[src/rtl/rmc_pkg.sv]
package rmc_pkg;

  typedef enum logic [2:0] {
    ST_RUN  = 3'd0,
    ST_POR  = 3'd1,
    ST_DBG  = 3'd2,
    ST_BOTH = 3'd3,
    ST_HOLD = 3'd4
  } chip_state_e;

  // Map synchronised pin levels and hold flag onto one chip state.
  function automatic chip_state_e decode_state(logic emu, logic sys_up,
                                               logic dbg_up, logic hold);
    if (!sys_up) begin
      if (dbg_up)   return ST_POR;
      else if (emu) return ST_HOLD;
      else          return ST_BOTH;
    end
    if (hold || (emu && !dbg_up)) return ST_HOLD;
    return dbg_up ? ST_RUN : ST_DBG;
  endfunction

  function automatic logic run_allowed(chip_state_e st);
    return (st == ST_RUN) || (st == ST_DBG);
  endfunction

  // Condition that clears the hold flag.
  function automatic logic is_por_only(logic sys_up, logic dbg_up);
    return !sys_up && dbg_up;
  endfunction

endpackage

[src/rtl/rmc_rst_sync.sv]
module rmc_rst_sync #(
  parameter int STAGES = 2
) (
  input  logic clk_i,
  input  logic arst_ni,
  output logic rst_no
);
  logic [STAGES-1:0] chain_q;

  generate
    for (genvar i = 0; i < STAGES; i++) begin : g_stage
      always_ff @(posedge clk_i or negedge arst_ni) begin
        if (!arst_ni) chain_q[i] <= 1'b0;
        else if (i == 0) chain_q[i] <= 1'b1;
        else chain_q[i] <= chain_q[(i == 0) ? 0 : i-1];
      end
    end
  endgenerate

  assign rst_no = chain_q[STAGES-1];

  // Release only follows a pin that was already high at the previous edge.
  assert_release_sync_R7: assert property (@(posedge clk_i) disable iff (!arst_ni)
    $rose(rst_no) |-> $past(arst_ni));

endmodule

[src/rtl/rmc_bit_sync.sv]
module rmc_bit_sync #(
  parameter int STAGES = 2
) (
  input  logic clk_i,
  input  logic d_i,
  output logic q_o
);
  logic [STAGES-1:0] chain_q;

  generate
    for (genvar i = 0; i < STAGES; i++) begin : g_stage
      if (i == 0) begin : g_first
        always_ff @(posedge clk_i) chain_q[i] <= d_i;
      end else begin : g_next
        always_ff @(posedge clk_i) chain_q[i] <= chain_q[i-1];
      end
    end
  endgenerate

  assign q_o = chain_q[STAGES-1];

endmodule

[src/rtl/rmc_hold_ctl.sv]
module rmc_hold_ctl
  import rmc_pkg::*;
(
  input  logic clk_i,
  input  logic sys_up_i,
  input  logic dbg_up_i,
  input  logic mode_s_i,
  output logic emu_o,
  output logic hold_o
);
  logic mode_q;
  logic hold_q;
  logic por_only;
  logic hold_set;

  // Mode is captured only while the system reset is active.
  always_ff @(posedge clk_i) begin
    if (!sys_up_i) mode_q <= mode_s_i;
  end

  assign emu_o    = !mode_q;
  assign por_only = is_por_only(sys_up_i, dbg_up_i);
  assign hold_set = emu_o && !dbg_up_i;

  always_ff @(posedge clk_i) begin
    if (por_only)      hold_q <= 1'b0;
    else if (hold_set) hold_q <= 1'b1;
  end

  assign hold_o = hold_q;

  assert_hold_clear_R5: assert property (@(posedge clk_i)
    disable iff ($isunknown({mode_q, hold_q}))
    por_only |=> !hold_q);

  assert_hold_enter_R3: assert property (@(posedge clk_i)
    disable iff ($isunknown({mode_q, hold_q}))
    (emu_o && !dbg_up_i) |=> hold_q);

  assert_hold_sticky_R6: assert property (@(posedge clk_i)
    disable iff ($isunknown({mode_q, hold_q}))
    (hold_q && !por_only) |=> hold_q);

  assert_mode_frozen_R8: assert property (@(posedge clk_i)
    disable iff ($isunknown({mode_q, hold_q}))
    $past(sys_up_i) |-> $stable(mode_q));

endmodule

[src/rtl/rst_mode_ctl.sv]
module rst_mode_ctl
  import rmc_pkg::*;
#(
  parameter int SYNC_STAGES = 2
) (
  input  logic clk_i,
  input  logic mode_i,
  input  logic sys_rst_ni,
  input  logic dbg_rst_ni,
  output logic cpu_por_no,
  output logic dbg_rst_no,
  output logic cpu_run_o,
  output logic hold_o
);
  logic        sys_up;
  logic        dbg_up;
  logic        mode_s;
  logic        emu;
  logic        hold;
  chip_state_e state;

  rmc_rst_sync #(.STAGES(SYNC_STAGES)) u_sys_sync (
    .clk_i  (clk_i),
    .arst_ni(sys_rst_ni),
    .rst_no (sys_up)
  );

  rmc_rst_sync #(.STAGES(SYNC_STAGES)) u_dbg_sync (
    .clk_i  (clk_i),
    .arst_ni(dbg_rst_ni),
    .rst_no (dbg_up)
  );

  rmc_bit_sync #(.STAGES(SYNC_STAGES)) u_mode_sync (
    .clk_i(clk_i),
    .d_i  (mode_i),
    .q_o  (mode_s)
  );

  rmc_hold_ctl u_hold (
    .clk_i   (clk_i),
    .sys_up_i(sys_up),
    .dbg_up_i(dbg_up),
    .mode_s_i(mode_s),
    .emu_o   (emu),
    .hold_o  (hold)
  );

  assign state      = decode_state(emu, sys_up, dbg_up, hold);
  assign cpu_por_no = sys_up;
  assign dbg_rst_no = dbg_up;
  assign cpu_run_o  = run_allowed(state);
  assign hold_o     = hold;

  // A debug-only reset in normal mode must leave the CPU running.
  assert_dbg_only_runs_R2: assert property (@(posedge clk_i)
    disable iff ($isunknown({emu, hold}))
    (!emu && !hold && sys_up && !dbg_up) |-> cpu_run_o);

endmodule

[config.mk]
export PLATFORM = sky130hd
export DESIGN_NAME = rst_mode_ctl
export DESIGN_NICKNAME = d
export VERILOG_FILES = /design/src/rtl/rmc_pkg.sv /design/src/rtl/rmc_rst_sync.sv /design/src/rtl/rmc_bit_sync.sv /design/src/rtl/rmc_hold_ctl.sv /design/src/rtl/rst_mode_ctl.sv
export SDC_FILE = /design/constraint.sdc
export NUM_CORES = 1
export LEC_CHECK = 0
export BUFFER_PORTS_ARGS = -buffer_cell sky130_fd_sc_hd__buf_2
export CORE_AREA = 2 2 39 41
export DETAILED_ROUTE_END_ITERATION = 6
export DIE_AREA = 0 0 41 43
export PLACE_DENSITY = 0.44
export SYNTH_ARGS = -nofsm -noshare
export SYNTH_HDL_FRONTEND = slang
export SYNTH_SLANG_ARGS = --single-unit
[constraint.sdc]
create_clock -name clk_i -period 0.8 [get_ports clk_i]
set_input_delay 0 -clock clk_i [delete_from_list [all_inputs] [get_ports clk_i]]
set_output_delay 0 -clock clk_i [all_outputs]
set_load 0.02 [all_outputs]
## Word-level counts from Yosys, hierarchy flattened

Cells that the tools add are included.

| storage, ports and cells | value |
|---|---|
| register bits | 8 |
| bits of input ports | 4 |
| logic and storage cells | 26 |

| operators by class | value |
|---|---|
| reductions and logical operators | 8 |
| muxes and demuxes | 9 |
| equality and inequality tests | 1 |

Operators by type and width:

| kind | count |
|---|---|
| $mux 3 | 6 |
| $eq 3x2->1 const B | 1 |
| $logic_not 1->1 | 3 |
| $logic_not 3->1 | 1 |
| $logic_and 1x1->1 | 2 |
| $logic_or 1x1->1 | 2 |
| $mux 1 | 2 |
| $mux 2 | 1 |

## Logic depth before layout (Yosys ltp)

Gate-level depths: netlist (run 1).

| logic depth | value |
|---|---|
| word-level depth | 9 |
| depth in mapped cells | 2 |

## Cells and area by module

Synthesis (run 1) repeated with hierarchy kept, for this count alone.

| unflattened totals | value |
|---|---|
| cells, all modules | 16 |
| area, all modules | 244.0 sq um |

By module, submodules not included:

| module | seq. area each (sq um) | times used | cells an instance | area an instance (sq um) |
|---|---|---|---|---|
| rmc_rst_sync | 50.0 | 2 | 3 | 53.8 |
| rmc_hold_ctl | 50.0 | 1 | 6 | 70.1 |
| rmc_bit_sync | 40.0 | 1 | 2 | 40.0 |
| rst_mode_ctl | 0.0 | 1 | 2 | 26.3 |

## Worst setup path before layout (run 1)

Ideal clock, no wire load.

| path | value |
|---|---|
| kind | register to output |
| start point | reg u_sys_sync.chain_q[1] (netlist: u_sys_sync.rst_no) |
| end point | out cpu_run_o |
| path slack | -230 ps |
| arrival time | 1030 ps |
| stages on the path, launching flop included | 3 |
| required time | 800 ps |
| path through | dfrtp_1 inv_1 nor3_1 |

| between the ends | value |
|---|---|
| cells in the longest elaborated chain, start to end | 3 |
| elaborated cells between the ends (all ways) | 4 |
| those cells by class | eq/ne: 1; mux: 1; reduce/logical: 2 |

RTL lines:

| item | RTL line | text |
|---|---|---|
| start, declared | rmc_rst_sync.sv:8 | `logic [STAGES-1:0] chain_q;` |
| start signal, assigned by index | rmc_rst_sync.sv:15 | `else chain_q[i] <= chain_q[(i == 0) ? 0 : i-1];` |
| $mux 3 (*) | rmc_pkg.sv:19 | `if (hold \|\| (emu && !dbg_up)) return ST_HOLD;` |
| $eq 3x2->1 or $logic_not 3->1 (tied branches) | rmc_pkg.sv:24 | `return (st == ST_RUN) \|\| (st == ST_DBG);` |
| $logic_or 1x1->1 (*) | rmc_pkg.sv:24 |  |
| end, declared | rst_mode_ctl.sv:12 | `output logic cpu_run_o,` |

Mark *: on every way between the ends. The rest lies on a longest branch, timed or not.

## Worst setup path in the final report (run 1)

| path | value |
|---|---|
| start point | reg u_dbg_sync.chain_q[1] (netlist: u_dbg_sync.rst_no) |
| end point | out cpu_run_o |

| between the ends | value |
|---|---|
| cells in the longest elaborated chain, start to end | 9 |
| elaborated cells between the ends (all ways) | 14 |
| those cells by class | eq/ne: 1; mux: 8; reduce/logical: 5 |

RTL lines:

| item | RTL line | text |
|---|---|---|
| start, declared | rmc_rst_sync.sv:8 |  |
| start signal, assigned by index | rmc_rst_sync.sv:15 |  |
| $logic_not 1->1 | rmc_pkg.sv:19 |  |
| $logic_and 1x1->1 | rmc_pkg.sv:19 |  |
| $logic_or 1x1->1 | rmc_pkg.sv:19 |  |
| $mux 1 (2 in a row) | rmc_pkg.sv:19 |  |
| $mux 3 | rmc_pkg.sv:20 | `return dbg_up ? ST_RUN : ST_DBG;` |
| $mux 3 (*) | rmc_pkg.sv:19 |  |
| $eq 3x2->1 or $logic_not 3->1 (tied branches) | rmc_pkg.sv:24 |  |
| $logic_or 1x1->1 (*) | rmc_pkg.sv:24 |  |

Mark *: on every way between the ends. The rest lies on a longest branch, timed or not. The select of a mux whose other input is x is not followed.

==> summary.md, run 1 <==
| Metric | Value |
|---|---|
| Outcome | finished with violations |
| Violated checks | setup timing |
| Crit start category | flop |
| Total wire length after detailed routing | 363 um |
| Ordered list of cells on the worst path | nor2_4 > nor3_4 > buf_6 |
| Worst-case vdd ir drop | 1210 uV |
| Largest stage delay on the critical path | 430 ps |
| Clock Latency Late Sink | 250 ps |
| DR vias/cell | around 3.3 |
| Largest net degree at the start of global routing | 6 |
| Clock Path Buffers | 2 |
| Total grt overflow | 0 |
| Depth of the worst register-to-register path | 3 |
| Initial core utilization | 0.157 |
| Post-route clock period utilization | 1.23 |
| Fmax | roughly 1000 MHz |
| Clock tree root driver cell | sky130_fd_sc_hd__clkbuf_4 |
| Kind of cell adding the most delay to the critical path | flip-flops |
| Number of detailed-route iterations in the first pass | 2 |
| Final setup violation count | 3 |
| Post-synthesis instance area | between 200 and 250 sq um |
| Core area | 1380 sq um |
| Synth Warn # | 0 |
| Library cell occupying the most area in the post-synthesis netlist | sky130_fd_sc_hd__dfrtp_1 |
| Clock period minus final worst setup slack | 985 ps |
| Wire length of the first global-routing pass | 565 um |
| Layout cells sized above 1 | 0.613 |
| I/O pin count | 8 |
| Final Wtd Congestion | ~0.53 |
| Remaining antenna violation count | 0 |
| TritonCTS clock tree | yes |
| Data arrival time at the worst-slack endpoint | between 900 and 1000 ps |
| Highest fanout seen on the critical path | 2 |
| R2R Setup Slk | -80 ps |
| Die Span X | 41 um |
| Unrepaired setup endpoints after global routing | yes |
| Antenna fix cells | 0 |
| H-tree lvl count | 1 |
| Sequential-to-total area share from yosys stat | 0.874 |
| Y dimension of the die | 43 um |
| Number of standard cells after synthesis | 13 |
| Clock tree skew after final layout | ~9.4 ps |
| Synthesis-stage register bit count | 8 |
| Vias in the first global route | 159 |
| P_leak | 0.178 nW |
| Drt initial violations | 2 |
| RR Startpoint | u_dbg_sync.rst_no |
| Number of antenna violations at the first check in global routing | 0 |
| Synth-to-layout area growth | 82.8% |
| Layout Nets | 36 |
| Avg WL per Cell | ~7.7 um |
| Count of placed standard cells in the final layout, fillers left out | 47 |
| Post-synthesis area per instance | 16.7 sq um |
| Power density of the placed cells | 2240 nW/um^2 |
| Full die area | 1760 sq um |
| Worst Hold Class | primary input to asynchronous set/reset pin |
| Commonest cells after routing, fill and taps aside | sky130_fd_sc_hd__buf_2 (4), sky130_fd_sc_hd__buf_6 (4), sky130_fd_sc_hd__clkbuf_4 (3), sky130_fd_sc_hd__dlygate4sd3_1 (3) |
| Distinct cell type count after synthesis | 8 |
| Vias | 155 |
| Cells after DPL | 37 |
| Worst Path Required | approximately 800 ps |
| CP max stage cell | sky130_fd_sc_hd__dfrtp_2 |
| Setup ws final | -185 ps |
| Detail Placement HPWL | 245 um |
| Critical path class | flop to output port |
| Number of buffers created by CTS | 3 |
| Total global-route track usage | 0.0558 |
| Slew Limit Fails | 0 |
| Residual DRC | 0 |
| Synth area leaders | sky130_fd_sc_hd__dfrtp_1 (46%), sky130_fd_sc_hd__dfxtp_1 (28%), sky130_fd_sc_hd__edfxtp_1 (14%), sky130_fd_sc_hd__a2bb2oi_1 (4.0%), sky130_fd_sc_hd__nor2_2 (2.9%) |
| Clk sinks | 8 |
| Number of placement rows | 14 |
| Final-report hold violation count | 0 |
| Number of buffers and inverters on the critical path | 1 |
| IO buf count | 7 |
| Overall power of the completed layout | 0.892 mW |
| Endpoint of the worst-slack reg-to-reg timing path | u_hold.hold_o |
| Count of maximum capacitance violations | 0 |
| Top-area cell type share of the netlist area | 0.460 |
| Clock transition at the registers of the reported paths | 60 ps |
| CP Capture Type | output port |
## what timing repair did
item / CTS / global route
hold endpoints to repair: 5 / 0
gates resized for setup: 8 / 1
cloned: 0 / 0
setup endpoints to repair: 5 / 5
pin swaps: 1 / 0
hold buffers: 3 / 0
buffers inserted: 2 / 1
## kinds of logic (layout without fill, tap and decap cells)
kind of cell           after synthesis  after routing  synth area share
and+or+nand+nor                      2              2            0.0517
buffers and inverters                1             18            0.0172
DFF                                  8              8             0.874
AOI/OAI and AO/OA                    1              1            0.0402
other                                1              2            0.0172
## metal layers
metal	GRT usage	wire [um]	share of wire	up-vias
met3	0.0785	44	0.12	0
met2	0.0750	177	0.49	9
li1	-	-	-	74
met4	0.0200	0	0	0
met5	0	0	0	-
met1	0.0432	141	0.39	72
## metrics by stage
stage	setup slack (ps)	TNS, ps	hold WS (ps)	area, sq um	util
2_1_floorplan	-27.5	-36.1	-296	235	-
3_3_place_gp	31.4	0	-213	290	0.210
3_5_place_dp	22.5	0	-212	290	0.210
4_1_cts	-192	-436	50.6	387	0.279
5_1_grt	-233	-531	74.5	398	0.288
6_report	-185	-388	54.0	398	0.288
## cell usage after synthesis
cell type                   count
sky130_fd_sc_hd__edfxtp_1       1
sky130_fd_sc_hd__a2bb2oi_1      1
sky130_fd_sc_hd__dfrtp_1        4
sky130_fd_sc_hd__dfxtp_1        3
sky130_fd_sc_hd__nor3_1         1
sky130_fd_sc_hd__inv_1          1
sky130_fd_sc_hd__nor2_2         1
sky130_fd_sc_hd__conb_1         1
## state kept, by name, indices dropped and copies added (netlist names)
| name | cells |
|---|---|
| u_mode_sync.q_o | 1 |
| u_mode_sync.chain_q | 1 |
| u_dbg_sync.chain_q | 1 |
| u_hold.hold_o | 1 |
| u_sys_sync.chain_q | 1 |
| u_dbg_sync.rst_no | 1 |
| u_sys_sync.rst_no | 1 |
| u_hold.mode_q | 1 |
## final cells by class
class	count	area, sq um
well taps	16	20.0
repair buffers	13	110
fillers	148	986
inverters	1	3.75
flip-flops and latches	8	194
clock buffers	4	26.3
multi-input cells	5	43.8
## worst max-delay path by stage
stage,start,endpoint,slack [ps],cells after the start
floorplan,u_sys_sync.rst_no,u_hold.mode_q,-30,1
global placement,u_dbg_sync.rst_no,u_hold.hold_o,30,2
detailed placement,u_hold.mode_q,u_hold.hold_o,20,2
CTS,u_dbg_sync.rst_no,cpu_run_o,-190,3
global route,u_sys_sync.rst_no,cpu_run_o,-230,3
finish,u_dbg_sync.rst_no,cpu_run_o,-190,3
## power by group
group	total [mW]	switching, mW	internal [mW]	leakage [nW]
Sequential	0.459	0.0195	0.440	0.0798
Combinational	0.110	0.0473	0.0623	0.0833
Clock	0.323	0.132	0.190	0.0150
(Power assumes the default switching activity.)
==> inputs of run 2 (changes only) <==
--- a/config.mk
+++ b/config.mk
@@ -9,7 +9,6 @@
 export CORE_AREA = 2 2 39 41
 export DETAILED_ROUTE_END_ITERATION = 6
 export DIE_AREA = 0 0 41 43
-export PLACE_DENSITY = 0.44
 export SYNTH_ARGS = -nofsm -noshare
 export SYNTH_HDL_FRONTEND = slang
 export SYNTH_SLANG_ARGS = --single-unit
==> run 2 against run 1 <==
Effect of this change: highest routed layer is now met4; total power is 0.25% lower; via count down 2.6%; final cell count is 4.3% lower; register-to-register slack improved by 70 ps; routed wire length down 3.6%; die area unchanged; clock power rose by 2%; the flow still finishes with violations (setup timing); final area shrank 4.4%.
==> summary.md, run 2 (same netlist as run 1, synthesis figures left out) <==
| Metric | Value |
|---|---|
| Outcome | finished with violations |
| Violated checks | setup timing |
| Drt initial violations | 4 (+2) |
| RR Startpoint | u_dbg_sync.rst_no |
| Detail Placement HPWL | 257 um (+5.0%) |
| Kind of cell adding the most delay to the critical path | flip-flops |
| Crit start category | flop |
| Pint | 0.687 mW (-0.82%) |
| Total global-route track usage | 0.0588 (+0.00298) |
| H-tree lvl count | 1 (unchanged) |
| Highest fanout seen on the critical path | 2 (unchanged) |
| Clock tree root driver cell | sky130_fd_sc_hd__clkbuf_4 |
| Cells after DPL | 38 (+2.7%) |
| R2R Setup Slk | -10 ps (+70 ps) |
| Layout Nets | 34 (-5.6%) |
| DR vias/cell | 3.36 (+1.7%) |
| Proportion of power drawn by flip-flops and latches | 0.515 (about the same) |
| Slew Limit Fails | 0 (unchanged) |
| Vias | 151 (-2.6%) |
| Register cell area after layout | 196 sq um (+1.3%) |
| Count of maximum capacitance violations | 0 (unchanged) |
| Clk sinks | 8 (unchanged) |
| Avg WL per Cell | 7.78 um (+0.70%) |
| Critical path class | flop to output port |
| Residual DRC | 0 (unchanged) |
| Synth-to-layout area growth | 74.7% |
| Largest net degree at the start of global routing | 6 (unchanged) |
| Clock network fraction of total power | 0.371 (+0.009) |
| Unrepaired setup endpoints after global routing | yes |
| CP max stage cell | sky130_fd_sc_hd__dfrtp_2 |
| Number of detailed-route iterations in the first pass | 2 (unchanged) |
| Commonest cells after routing, fill and taps aside | sky130_fd_sc_hd__clkbuf_4 (3), sky130_fd_sc_hd__dlygate4sd3_1 (3), sky130_fd_sc_hd__buf_2 (3), sky130_fd_sc_hd__buf_4 (3) |
| Endpoint of the worst-slack reg-to-reg timing path | u_hold.hold_o |
| Final Wtd Congestion | 0.558 (+4.8%) |
| Clock tree skew after final layout | 8.82 ps (-0.529 ps) |
| TritonCTS clock tree | yes |
| Vias in the first global route | 156 (-1.9%) |
| Power density of the placed cells | 2340 nW/um^2 (+4.3%) |
| Number of buffers and inverters on the critical path | 1 (unchanged) |
| Count of placed standard cells in the final layout, fillers left out | 45 (-4.3%) |
| Total grt overflow | 0 (unchanged) |
| Largest stage delay on the critical path | 420 ps (about the same) |
| Y dimension of the die | 43 um (unchanged) |
| Layout cells sized above 1 | 0.586 (-0.0267) |
| Post-layout instance area | 380 sq um (-4.4%) |
| Initial core utilization | 0.157 (unchanged) |
| I/O pin count | 8 (unchanged) |
| Relative contribution of combinational cells to total power | 0.114 (-0.009) |
| Data arrival time at the worst-slack endpoint | 980 ps (about the same) |
| Number of placement rows | 14 (unchanged) |
| Multi-input gate area | 43.8 sq um (unchanged) |
| Worst-case vdd ir drop | 1130 uV (-6.2%) |
| Setup ws final | -180 ps (+5.74 ps) |
| Antenna fix cells | 0 (unchanged) |
| Total wire length after detailed routing | 350 um (-3.6%) |
| Worst setup startpoint | u_dbg_sync.rst_no |
| Remaining antenna violation count | 0 (unchanged) |
| CP Capture Type | output port |
| Full die area | 1760 sq um (unchanged) |
| Post-DP Area | 298 sq um (+2.6%) |
| Final setup violation count | 4 (+1) |
| Clock period minus final worst setup slack | 980 ps (-5.74 ps) |
| Core area | 1380 sq um (unchanged) |
| Clock transition at the registers of the reported paths | 60 ps (about the same) |
| P_leak | 0.167 nW (-6.4%) |
| Number of buffers created by CTS | 3 (unchanged) |
| Depth of the worst register-to-register path | 2 (-1) |
| Post-layout util | 0.275 (-0.0127) |
| Wire length of the first global-routing pass | 572 um (+1.2%) |
| Final-report hold violation count | 0 (unchanged) |
| Number of antenna violations at the first check in global routing | 0 (unchanged) |
| Worst Path Required | 800 ps (about the same) |
| Fmax | 1020 MHz (+0.59%) |
| Worst Setup Slack post-DPL | -9.33 ps (-31.9 ps) |
| IO buf count | 7 (unchanged) |
| P_sw | 0.203 mW (+1.8%) |
| Die Span X | 41 um (unchanged) |
| Switching fraction of total power | 0.228 (+0.00451) |
| Clock Path Buffers | 2 (unchanged) |
| Fill count | 140 (-5.4%) |
| Post-route clock period utilization | 1.22 (-0.00718) |
| Worst Hold Class | primary input to asynchronous set/reset pin |
| Clock Latency Late Sink | 260 ps (about the same) |
| Ordered list of cells on the worst path | nor2_4 > nor3_4 > buf_6 |
-- run 2: changes by cell type in the layout (fill, tap and decap cells not counted), sizes merged --
cell / before / now
buf: 10 / 8
-- run 2: power groups by stage --
| stage | Combinational (mW) | Sequential (mW) | Clock, mW |
|---|---|---|---|
| finish | 0.102 | 0.458 | 0.330 |
| global route | 0.111 | 0.461 | 0.381 |
| CTS | 0.0977 | 0.458 | 0.353 |
| detailed placement | 0.0754 | 0.462 | 0 |
| global placement | 0.0735 | 0.460 | 0 |
| floorplan | 0.0280 | 0.475 | 0 |
-- run 2: cell type report --
cell class	instances	area share
Inverter	1	0.00987
Multi-Input combinational cell	5	0.115
Sequential cell	8	0.516
Timing Repair Buffer	11	0.237
Clock buffer	4	0.0691
Tap cell	16	0.0526
-- run 2: how the worst max path moves through the flow --
stage,to,slack [ps],depth (start not counted)
detailed placement,u_hold.hold_o,-9,2
CTS,cpu_run_o,-210,3
floorplan,u_hold.mode_q,-30,1
global placement,u_hold.mode_q,30,1
finish,cpu_run_o,-180,3
global route,cpu_run_o,-230,3
-- run 2: metrics by stage --
step / total power [mW] / setup TNS, ps / hold slack (ps)
finish: 0.890 / -340 / 51.9
global route: 0.953 / -522 / 55.7
CTS: 0.908 / -418 / 38.8
detailed placement: 0.537 / -9.33 / -212
global placement: 0.534 / 0 / -213
floorplan: 0.503 / -36.1 / -296
-- run 2: layer usage --
metal | routed length [um] | GRT usage | vias to the layer above
li1 | - | - | 71
met1 | 152 | 0.0397 | 68
met2 | 140 | 0.0688 | 10
met3 | 50 | 0.0785 | 2
met4 | 6 | 0.0600 | 0
met5 | 0 | 0 | -
-- run 2: repair_timing --
item                                    CTS  global route
hold endpoints to repair                  5             0
hold buffers                              3             0
buffers inserted                          0             0
resized for setup                         6             3
endpoints found under the setup margin    5             5
pin swaps                                 1             0
==> inputs of run 3 (changes only) <==
--- a/config.mk
+++ b/config.mk
@@ -9,6 +9,7 @@
 export CORE_AREA = 2 2 39 41
 export DETAILED_ROUTE_END_ITERATION = 6
 export DIE_AREA = 0 0 41 43
+export HOLD_SLACK_MARGIN = 0.15
 export SYNTH_ARGS = -nofsm -noshare
 export SYNTH_HDL_FRONTEND = slang
 export SYNTH_SLANG_ARGS = --single-unit
==> run 3 against run 2 <==
Effect of this change: the flow still finishes with violations (setup timing); clock-buffer cell count unchanged; global-route usage up 0.10 points; sequential cell count unchanged; die area unchanged; total power up 0.83%; first-iteration DRC count unchanged; largest cell class unchanged.
==> summary.md, run 3 (same netlist as run 1, synthesis figures left out) <==
| Metric | Value |
|---|---|
| Worst-case vdd ir drop | 1130 uV (about the same) |
| H-tree lvl count | 1 (unchanged) |
| Fmax | 1020 MHz (-0.10%) |
| Largest net degree at the start of global routing | 6 (unchanged) |
| Most common library cell in the layout ignoring fill and taps | sky130_fd_sc_hd__dlygate4sd3_1 |
| Depth of the worst register-to-register path | 2 (unchanged) |
| Worst-case hold path end point | u_mode_sync.q_o |
| Sum of negative setup slack | -343 ps (-3.45 ps) |
| Avg WL per Cell | 7.66 um (-1.5%) |
| Largest stage delay on the critical path | 420 ps (about the same) |
| Detail Placement HPWL | 257 um (unchanged) |
| Core area | 1380 sq um (unchanged) |
| Clock transition at the registers of the reported paths | 60 ps (about the same) |
| P_sw | 0.204 mW (+0.49%) |
| Slew Limit Fails | 0 (unchanged) |
| Y dimension of the die | 43 um (unchanged) |
| Clock Latency Late Sink | 260 ps (about the same) |
| Drt initial violations | 4 (unchanged) |
| I/O pin count | 8 (unchanged) |
| P_leak | 0.175 nW (+5.0%) |
| Layout Nets | 36 (+5.9%) |
| Number of detailed-route iterations in the first pass | 2 (unchanged) |
| Clock period minus final worst setup slack | 981 ps (+1.01 ps) |
| Post-layout instance area | 400 sq um (+5.3%) |
| Unrepaired setup endpoints after global routing | yes |
| Clock tree skew after final layout | 8.82 ps (unchanged) |
| Crit start category | flop |
| Count of maximum capacitance violations | 0 (unchanged) |
| Clock Path Buffers | 2 (unchanged) |
| Critical path class | flop to output port |
| Pint | 0.693 mW (+0.94%) |
| Post-route clock period utilization | 1.23 (+0.00126) |
| Layout cells sized above 1 | 0.548 (-0.0378) |
| Setup ws final | -181 ps (-1.01 ps) |
| Clock tree root driver cell | sky130_fd_sc_hd__clkbuf_4 |
| Endpoint of the worst-slack reg-to-reg timing path | u_hold.hold_o |
| Number of antenna violations at the first check in global routing | 0 (unchanged) |
| Commonest cells after routing, fill and taps aside | sky130_fd_sc_hd__dlygate4sd3_1 (5), sky130_fd_sc_hd__clkbuf_4 (3), sky130_fd_sc_hd__buf_2 (3), sky130_fd_sc_hd__buf_4 (3) |
| Fill count | 138 (-1.4%) |
| Outcome | finished with violations |
| Hold path start | u_mode_sync.chain_q[0] |
| Clk sinks | 8 (unchanged) |
| Remaining antenna violation count | 0 (unchanged) |
| Vias | 158 (+4.6%) |
| Final Wtd Congestion | 0.558 (unchanged) |
| Residual DRC | 0 (unchanged) |
| TritonCTS clock tree | yes |
| Total global-route track usage | 0.0598 (+0.00101) |
| Data arrival time at the worst-slack endpoint | 980 ps (about the same) |
| Clock network fraction of total power | 0.368 (-0.003) |
| Number of buffers created by CTS | 3 (unchanged) |
| Final hold slack | 324 ps (+272 ps) |
| Vias in the first global route | 163 (+4.5%) |
| Worst Hold Class | flop to flop |
| Antenna fix cells | 0 (unchanged) |
| RR Startpoint | u_dbg_sync.rst_no |
| Hold-critical path depth | 0 |
| IO buf count | 7 (unchanged) |
| Proportion of power drawn by flip-flops and latches | 0.511 (-0.004) |
| Power density of the placed cells | 2240 nW/um^2 (-4.2%) |
| Synth-to-layout area growth | 83.9% |
| Post-DP Area | 298 sq um (unchanged) |
| Highest fanout seen on the critical path | 2 (unchanged) |
| CP max stage cell | sky130_fd_sc_hd__dfrtp_2 |
| Total wire length after detailed routing | 360 um (+2.9%) |
| CP Capture Type | output port |
| Initial core utilization | 0.157 (unchanged) |
| Total grt overflow | 0 (unchanged) |
| R2R Setup Slk | -10 ps (about the same) |
| Relative contribution of combinational cells to total power | 0.122 (+0.008) |
| Ordered list of cells on the worst path | nor2_4 > nor3_4 > buf_6 |
| Violated checks | setup timing |
| DR vias/cell | 3.36 (+0.18%) |
| Final-report hold violation count | 0 (unchanged) |
| Number of placement rows | 14 (unchanged) |
| Switching fraction of total power | 0.227 (-0.000780) |
| Final setup violation count | 4 (unchanged) |
| Full die area | 1760 sq um (unchanged) |
| Overall power of the completed layout | 0.897 mW (+0.83%) |
| Wire length of the first global-routing pass | 586 um (+2.4%) |
| Worst Path Required | 800 ps (about the same) |
| Die Span X | 41 um (unchanged) |
[run 3: layer usage]
metal  GRT usage  vias up  part of all wire
met4      0.0600        0             0.017
met1      0.0397       71              0.44
met2      0.0719       10              0.40
met3      0.0785        2              0.14
li1            -       75                 -
met5           0        -                 0
[run 3: worst max-delay path by stage]
stage,slack (ps),start,end,cells past startpoint
after CTS,-210,u_dbg_sync.rst_no,cpu_run_o,3
after detailed placement,-9,u_hold.mode_q,u_hold.hold_o,2
after global routing,-230,u_dbg_sync.rst_no,cpu_run_o,3
after global placement,30,u_sys_sync.rst_no,u_hold.mode_q,1
after floorplan,-30,u_sys_sync.rst_no,u_hold.mode_q,1
final,-180,u_dbg_sync.rst_no,cpu_run_o,3
[run 3: critical path: cells and delay by family (launching register included)]
kind | cells | cell delay (ps)
DFF | 1 | 420
and+or+nand+nor | 2 | 180
buffers and inverters | 1 | 120
[run 3: layout make-up]
class	instances	area, sq um	area share
Sequential cell	8	196	0.491
Timing Repair Buffer	13	110	0.275
Multi-Input combinational cell	5	43.8	0.109
Clock buffer	4	26.3	0.0656
Tap cell	16	20.0	0.0500
Inverter	1	3.75	0.00938
[run 3: power groups by stage]
stage | combinational [mW] | clock, mW | sequential (mW)
finish | 0.109 | 0.330 | 0.458
global route | 0.120 | 0.381 | 0.461
CTS | 0.105 | 0.353 | 0.458
detailed placement | 0.0754 | 0 | 0.462
global placement | 0.0735 | 0 | 0.460
floorplan | 0.0280 | 0 | 0.475
[run 3: metrics by stage]
stage | cells | util | setup WS, ps
floorplan | 14 | - | -27.5
global placement | 38 | 0.215 | 28.4
detailed placement | 38 | 0.215 | -9.33
CTS | 47 | 0.284 | -205
global route | 47 | 0.289 | -230
finish | 47 | 0.289 | -181
[run 3: repair_timing]
action / CTS / global route
pin swaps: 1 / 0
hold buffers: 5 / 0
gates cloned: 0 / 0
gates resized for setup: 6 / 3
endpoints found under the hold margin: 5 / 0
buffers inserted: 0 / 0
endpoints found under the setup margin: 5 / 5
